**config.mk**
```make
export PLATFORM = sky130hd
export DESIGN_NAME = bmdec_top
export DESIGN_NICKNAME = d
export VERILOG_FILES = /design/src/rtl/bmdec_pkg.sv /design/src/rtl/bmdec_size_sel.sv /design/src/rtl/bmdec_pattern.sv /design/src/rtl/bmdec_top.sv
export SDC_FILE = /design/constraint.sdc
export NUM_CORES = 1
export LEC_CHECK = 0
export BUFFER_PORTS_ARGS = -buffer_cell sky130_fd_sc_hd__buf_4
export CORE_MARGIN = 2
export CORE_UTILIZATION = 40
export CTS_BUF_LIST = sky130_fd_sc_hd__clkbuf_2
export CTS_CLUSTER_DIAMETER = 30
export CTS_CLUSTER_SIZE = 28
export DETAILED_ROUTE_END_ITERATION = 12
export SLEW_MARGIN = 20
export SYNTH_ARGS = -nofsm -noshare
export SYNTH_HDL_FRONTEND = slang
export SYNTH_SLANG_ARGS = --single-unit
```
**constraint.sdc**
```tcl
create_clock -name clk -period 3.2 [get_ports clk]
set_clock_uncertainty 0.05 [all_clocks]
set_input_delay 0.16 -clock clk [delete_from_list [all_inputs] [get_ports clk]]
set_output_delay 0.16 -clock clk [all_outputs]
set_load 0.1 [all_outputs]
```
**src/rtl/bmdec_pkg.sv**
```systemverilog
package bmdec_pkg;
    localparam int FLD_W = 6;
    localparam int LEN_W = $clog2(FLD_W + 1);
    localparam int XLEN  = 1 << FLD_W;
    localparam int HALF  = XLEN / 2;

    typedef struct packed {
        logic            vld;
        logic [XLEN-1:0] val;
    } dec_res_t;
endpackage

```
**src/rtl/bmdec_size_sel.sv**
```systemverilog
module bmdec_size_sel
    import bmdec_pkg::*;
(
    input  logic             n_flag,
    input  logic [FLD_W-1:0] imms,
    output logic [LEN_W-1:0] len,
    output logic [FLD_W-1:0] s_val,
    output logic             ok
);
    logic [FLD_W:0] mask;
    logic           found;

    always_comb begin
        len   = '0;
        found = 1'b0;
        if (n_flag) begin
            len   = LEN_W'(FLD_W);
            found = 1'b1;
        end else begin
            for (int k = FLD_W - 1; k >= 1; k--) begin
                if (!found && !imms[k]) begin
                    len   = LEN_W'(k);
                    found = 1'b1;
                end
            end
        end
        mask  = (FLD_W+1)'((1 << len) - 1);
        s_val = imms & mask[FLD_W-1:0];
        ok    = found && (s_val != mask[FLD_W-1:0]);
    end
endmodule

```
**src/rtl/bmdec_pattern.sv**
```systemverilog
module bmdec_pattern
    import bmdec_pkg::*;
(
    input  logic [LEN_W-1:0] len,
    input  logic [FLD_W-1:0] s_val,
    input  logic [FLD_W-1:0] immr,
    output logic [XLEN-1:0]  tiled
);
    logic [FLD_W:1][XLEN-1:0] pat;

    for (genvar L = 1; L <= FLD_W; L++) begin : g_size
        localparam int SZ = 1 << L;
        logic [XLEN-1:0] row;
        always_comb begin
            for (int i = 0; i < XLEN; i++) begin
                row[i] = (((i % SZ) + (int'(immr) % SZ)) % SZ) <= int'(s_val);
            end
        end
        assign pat[L] = row;
    end

    always_comb begin
        tiled = '0;
        for (int k = 1; k <= FLD_W; k++) begin
            if (len == LEN_W'(k)) tiled = pat[k];
        end
    end
endmodule

```
**src/rtl/bmdec_top.sv**
```systemverilog
module bmdec_top
    import bmdec_pkg::*;
(
    input  logic             clk,
    input  logic             rst_n,
    input  logic             n_flag,
    input  logic [FLD_W-1:0] imms_i,
    input  logic [FLD_W-1:0] immr_i,
    input  logic             wide_i,
    output logic [XLEN-1:0]  value_o,
    output logic             valid_o
);
    logic [LEN_W-1:0] len;
    logic [FLD_W-1:0] s_val;
    logic             size_ok;
    logic [XLEN-1:0]  tiled;
    dec_res_t         res_d, res_q;

    bmdec_size_sel u_size (
        .n_flag (n_flag),
        .imms   (imms_i),
        .len    (len),
        .s_val  (s_val),
        .ok     (size_ok)
    );

    bmdec_pattern u_pat (
        .len    (len),
        .s_val  (s_val),
        .immr   (immr_i),
        .tiled  (tiled)
    );

    always_comb begin
        res_d.vld = size_ok && (wide_i || !n_flag);
        if (!res_d.vld)  res_d.val = '0;
        else if (wide_i) res_d.val = tiled;
        else             res_d.val = {{(XLEN-HALF){1'b0}}, tiled[HALF-1:0]};
    end

    always_ff @(posedge clk) begin
        if (!rst_n) res_q <= '0;
        else        res_q <= res_d;
    end

    assign value_o = res_q.val;
    assign valid_o = res_q.vld;

    p_bad_is_zero_r8: assert property (@(posedge clk) disable iff (!rst_n)
        !valid_o |-> value_o == '0);
    p_good_nonzero_r8: assert property (@(posedge clk) disable iff (!rst_n)
        valid_o |-> value_o != '0);
    p_narrow_upper_r4: assert property (@(posedge clk) disable iff (!rst_n)
        !wide_i |=> value_o[XLEN-1:HALF] == '0);
    p_narrow_n_bad_r7: assert property (@(posedge clk) disable iff (!rst_n)
        (n_flag && !wide_i) |=> !valid_o);
    p_full_run_bad_r5: assert property (@(posedge clk) disable iff (!rst_n)
        (n_flag && imms_i == '1) |=> !valid_o);
    p_no_size_bad_r6: assert property (@(posedge clk) disable iff (!rst_n)
        (!n_flag && imms_i[FLD_W-1:1] == '1) |=> !valid_o);
    p_plain_run_r1: assert property (@(posedge clk) disable iff (!rst_n)
        (n_flag && wide_i && immr_i == '0 && imms_i != '1) |=>
        (valid_o && value_o == ((XLEN'(1) << ($past(imms_i) + 1)) - XLEN'(1))));
endmodule

```
==> results of run 1 <==
==> per-layer routing <==
layer | vias to the layer above | share of wire
li1 | 3954 | -
met2 | 197 | 0.44
met5 | - | 0
met4 | 0 | 0.021
met1 | 3584 | 0.49
met3 | 29 | 0.047
==> state kept, by name, summed over array words and instances, names as in the netlist <==
name and cells:
valid_o 1, value_o 64
==> logic make-up after synthesis <==
logic type               after synthesis  synth area share
adder cells (fa/ha/maj)              143            0.2296
XOR/XNOR                              55           0.06182
AO/OA/AOI/OAI                        384            0.3048
AND/OR/NAND/NOR                      234            0.1527
buffers and inverters                146           0.07386
flip-flops                            65            0.1670
multiplexers                           8           0.01028
==> timing repair <==
item	4_1_cts	5_1_grt
endpoints found under the hold margin	13	0
hold buffers	4	0
resized for setup	0	0
==> cells in the mapped netlist, types with 10 or more instances <==
master / n
ha_1: 143
a21oi_1: 101
o21ai_0: 101
inv_1: 97
a31oi_1: 68
dfxtp_1: 65
nand2_1: 57
xnor2_1: 49
nor2_1: 41
a211oi_1: 34
nand3_1: 33
clkbuf_1: 30
nor3_1: 22
and2_1: 21
and3_1: 18
a21o_1: 17
a211o_1: 10
==> power breakdown <==
group / total, mW / leakage [nW] / internal, mW / switching, mW
sequential: 0.909 / 0.535 / 0.888 / 0.0215
clock: 0.518 / 0.0654 / 0.178 / 0.340
combinational: 2.24 / 3.50 / 0.722 / 1.51
total: 3.66 / 4.10 / 1.79 / 1.88
==> area by class of cell <==
type                       count  share of cell area
antenna                        1           0.0002785
clock buffer                  10            0.005569
clock inverter                 6            0.006544
inverter                     100             0.04177
multi-input combinational    824              0.6586
sequential                    65              0.1448
tap                          265             0.03690
timing repair buffer         120              0.1055
==> stage by stage <==
| stage | util | power, mW |
|---|---|---|
| global placement | 0.4584 | 3.124 |
| global route | 0.4663 | 3.941 |
| finish | 0.4663 | 3.663 |
| CTS | 0.4662 | 3.682 |
| floorplan | - | 2.641 |
| detailed placement | 0.4584 | 3.141 |
==> path summary, 6_finish.rpt <==
kind / endpoint / slack (ns)
worst max-delay path: value_o[16]$_SDFF_PN0_ / 0.49
worst min-delay path: value_o[60]$_SDFF_PN0_ / 0.24
==> worst min-delay path, delay by kind of cell <==
family | cells | cell delay (ns)
buffers and inverters | 3 | 0.46
AND/OR/NAND/NOR | 2 | 0.16
AO/OA/AOI/OAI | 1 | 0.07
==> flow_summary.yaml, run 1 <==
grt:
  grt_pass1_wl_mm: 37.42
  use_met1: 0.3157
  track_usage: 0.2266
  top_usage_layer: "met2"
  grt_pass1_vias: 7394
  grt.overflow.total: 0
  grt_max_degree: 77
  grt_use_met2: 0.3629
  grtUsageMet3: 0.02532
  antenna_found_initial: 1
critical_path:
  crit_family: "compound AO/OA/AOI/OAI gates"
  cp.arrival_ns: 3.15
  start_kind: "primary input"
  critPathRequiredTime_ns: 3.64
  worstPathMaxFanout: 8
  slowest_stage: "ha_1"
  setup.worst_path.start: "n_flag"
  critPathKind: "primary input to register"
  endpoint_kind: "register"
  cp_slowest_stage_delay_ns: 0.43
  worstSetupPathDepth: 13
  path_cells: "buf_4 -> nand3b_2 -> nor3_1 -> inv_1 -> ha_1 -> nand2b_1 -> ha_1 -> o21bai_1 -> a21oi_1 -> o21ai_0 -> o211ai_1 -> nor3_1 -> a21oi_1"
  crit_buf_inv: 2
sta:
  worst_hold_slack_ns: 0.2364
  hold_viol_final: 0
  report.final.slew_viol_count: 0
  rsz0062_at_grt: "no"
  min_period_over_period: 0.8477
  setup_viol: 0
  worst_slew_pin_slew_ns: 0.7434
  max_freq_mhz: 368.7
  finalSetupTns_ns: 0
  finalWorstSetupSlack_ns: 0.4875
  fin_crit_ns: 2.712
  max-slew-margin-rel: 0.5044
logic_synthesis:
  syn_area_sq_mm: 0.007792
  synth_cell_types: 60
  synth_seq_cells: 65
  synthArstFlopShare: 0
  synth.yosys.seq_area_share: 0.1670
  synth_largest_area_cell: "ha_1"
  synth.area.top_cells: "ha_1 (23%), dfxtp_1 (17%), a21oi_1 (6.5%), o21ai_0 (6.5%), xnor2_1 (5.5%)"
  yosys_warnings: 0
  synth_edf_count: 0
  syn-instance-count: 1035
  synth-main-ff-cell: "dfxtp_1"
  syn_area_per_cell_sq_um: 7.529
  synth_nets: 1194
  synth_top_area_share: 0.2296
clocking:
  h-tree-depth: 3
  cts_root_buf: "clkbuf_2"
  tritoncts: "done"
  cts_setup_buffers: 0
  cts.path.max_buffers: 2
  clk_pin_slew_ns: 0.19
  numClockSinks: 65
  numCtsBuffers: 9
placed_design:
  place_congestion: 0.9110
  dpl.hpwl_mm: 16.91
  dp_cells: 1370
  pre_cts_slack_ns: -0.06581
  placed_area_sq_mm: 0.008835
  port_buffers: 80
power:
  ir_drop_uv: 193.0
  p_leak_nw: 4.097
  p_per_area_mw_per_mm2: 407.6
final_layout:
  design_area_sq_mm: 0.008986
  seq_area_sq_mm: 0.001301
  multi_input_area_sq_mm: 0.005918
  final_nets: 1279
  fill_cells: 2021
  layout_common_cells: "ha_1 (143), buf_4 (113), a21oi_1 (101), o21ai_0 (101), inv_1 (97)"
  fin_cells: 1391
  area_growth_pct: 15.32
  final_layout_size_suffix_gt1_frac: 0.1369
  final_common_cell: "ha_1"
floorplanning:
  start_util: 0.4044
  die_area_sq_mm: 0.02061
  die_h_um: 143.6
  die_x_um: 143.6
  core_sq_mm: 0.01927
  core.rowCount: 51
  io_pins: 81
routing:
  postRouteAntennaNets: 0
  wire_per_inst_um: 16.30
  vias: 7764
  drc: 0
  drtIter0Drc: 427
  routed_wl_mm: 22.67
  routed_via_density: 5.582
  dr.pass1.iters: 5
hold_path:
  min_from: "imms_i[5]"
  worst_hold_path_type: "primary input to register"
  whs_path_depth: 6
run_status:
  outcome: "completed"
job:
  cap_violations: 0
Note: power is estimated with default switching activity, not from simulation.
==> run 2: changes to the inputs <==
Clock period 3.2 ns to 2.8 ns, I/O delays scaled along.
==> run 2 against run 1 <==
Compared with the run above:
- critical path depth unchanged
- worst hold slack worse by 0.15 ns
- wire length is 1.2% higher
- global-route usage up 0.26 points
- count of clock-buffer cells in the layout shrank 1
- sequential power up 14%
- cell count increased by 4.6%
- clock power grew 17%
- sequential share of layout area decreased by 0.77 points
- largest power group unchanged
- highest routed layer unchanged
==> flow_summary.yaml, run 2 (same netlist as run 1, synthesis figures left out) <==
floorplanning:
  core.rowCount: 51
  io_pins: 81
  start_util: 0.4044
  die_h_um: 143.6
  core_sq_mm: 0.01927
  die_x_um: 143.6
  die_area_sq_mm: 0.02061
placed_design:
  dpl.hpwl_mm: 17.26
  pre_cts_slack_ns: -0.2196
  port_buffers: 80
  dp_cells: 1433
  place_congestion: 0.9064
power:
  p_leak_nw: 4.408
  power_mw: 4.317
  p_per_area_mw_per_mm2: 454.9
  ir_drop_uv: 229.6
routing:
  vias: 7960
  wire_per_inst_um: 15.76
  postRouteAntennaNets: 0
  dr.pass1.iters: 5
  drc: 0
  routed_via_density: 5.471
  routed_wl_mm: 22.94
  drtIter0Drc: 420
run_status:
  outcome: "completed"
final_layout:
  final_layout_size_suffix_gt1_frac: 0.1859
  final_nets: 1343
  area_growth_pct: 21.79
  final_core_util: 0.4925
  final_common_cell: "buf_4"
  layout_common_cells: "buf_4 (176), ha_1 (143), a21oi_1 (101), o21ai_0 (101), inv_1 (97)"
  largest_reg_flops: 64
  fin_cells: 1455
sta:
  finalWorstSetupSlack_ns: 0.2742
  rsz0062_at_grt: "no"
  fin_crit_ns: 2.526
  min_period_over_period: 0.9021
  hold_viol_final: 0
  report.final.slew_viol_count: 0
  setup_viol: 0
  max_freq_mhz: 395.9
  finalSetupTns_ns: 0
  max-slew-margin-rel: 0.6294
  worst_slew_pin_slew_ns: 0.5551
critical_path:
  critPathRequiredTime_ns: 3.21
  worstPathMaxFanout: 32
  critPathKind: "primary input to register"
  endpoint_kind: "register"
  cp.arrival_ns: 2.93
  start_kind: "primary input"
clocking:
  cts_hold_buf: 5
  h-tree-depth: 3
  clk_pin_slew_ns: 0.22
  cts_setup_buffers: 0
  cts.path.max_buffers: 2
  numCtsBuffers: 9
  cts-resized-gates: 0
  cts_root_buf: "clkbuf_2"
  numClockSinks: 65
  tritoncts: "done"
grt:
  antenna_found_initial: 1
  grt.overflow.total: 0
  use_met1: 0.3239
  grt_pass1_vias: 7430
  top_usage_layer: "met2"
  track_usage: 0.2292
  grt_max_degree: 65
  grtUsageMet3: 0.02999
  grt_use_met2: 0.3714
  grt_pass1_wl_mm: 37.58
job:
  cap_violations: 0
hold_path:
  worst_hold_path_type: "primary input to register"
  whs_path_depth: 4
run 2: cell type report:
type                       instances  area (sq um)
tap                              265         331.6
timing repair buffer             184          1431
multi-input combinational        824          5932
sequential                        65          1301
inverter                         100         375.4
clock buffer                       9         45.04
fill                            1967          9781
clock inverter                     7         71.32
antenna                            1         2.502
run 2: routing by layer:
| layer | vias up | wire length [um] |
|---|---|---|
| met3 | 19 | 981 |
| met1 | 3682 | 11520 |
| li1 | 4098 | - |
| met2 | 161 | 10200 |
| met5 | - | 0 |
| met4 | 0 | 232 |
run 2: worst paths after layout:
path / startpoint / to / slack (ns)
min: n_flag / value_o[8]$_SDFF_PN0_ / 0.09
max: n_flag / value_o[46]$_SDFF_PN0_ / 0.27
run 2: worst max-delay path, cell delays in order:
cell and delay, ns:
buf_4 0.12, dlygate4sd3_1 0.55, buf_4 0.23, nor2b_1 0.18, buf_4 0.14, xnor2_1 0.11
nor2_1 0.09, o41ai_4 0.30, dlygate4sd3_1 0.61, inv_2 0.05, nand2_1 0.10, buf_12 0.20
a31oi_1 0.07
run 2: metrics by stage:
step | instance area [sq um] | hold WS, ns
after floorplan | 7809 | 0.3018
after global placement | 9321 | 0.5142
after detailed placement | 9321 | 0.5092
after CTS | 9488 | 0.03209
after global routing | 9490 | 0.1075
final | 9490 | 0.08816
run 2: where the power goes:
group          internal (mW)  leakage [nW]  switching [mW]  total, mW
Clock                  0.203        0.0639           0.402      0.605
Combinational          0.920          3.81            1.75       2.67
Sequential              1.01         0.535          0.0245       1.04
Total                   2.14          4.41            2.18       4.32
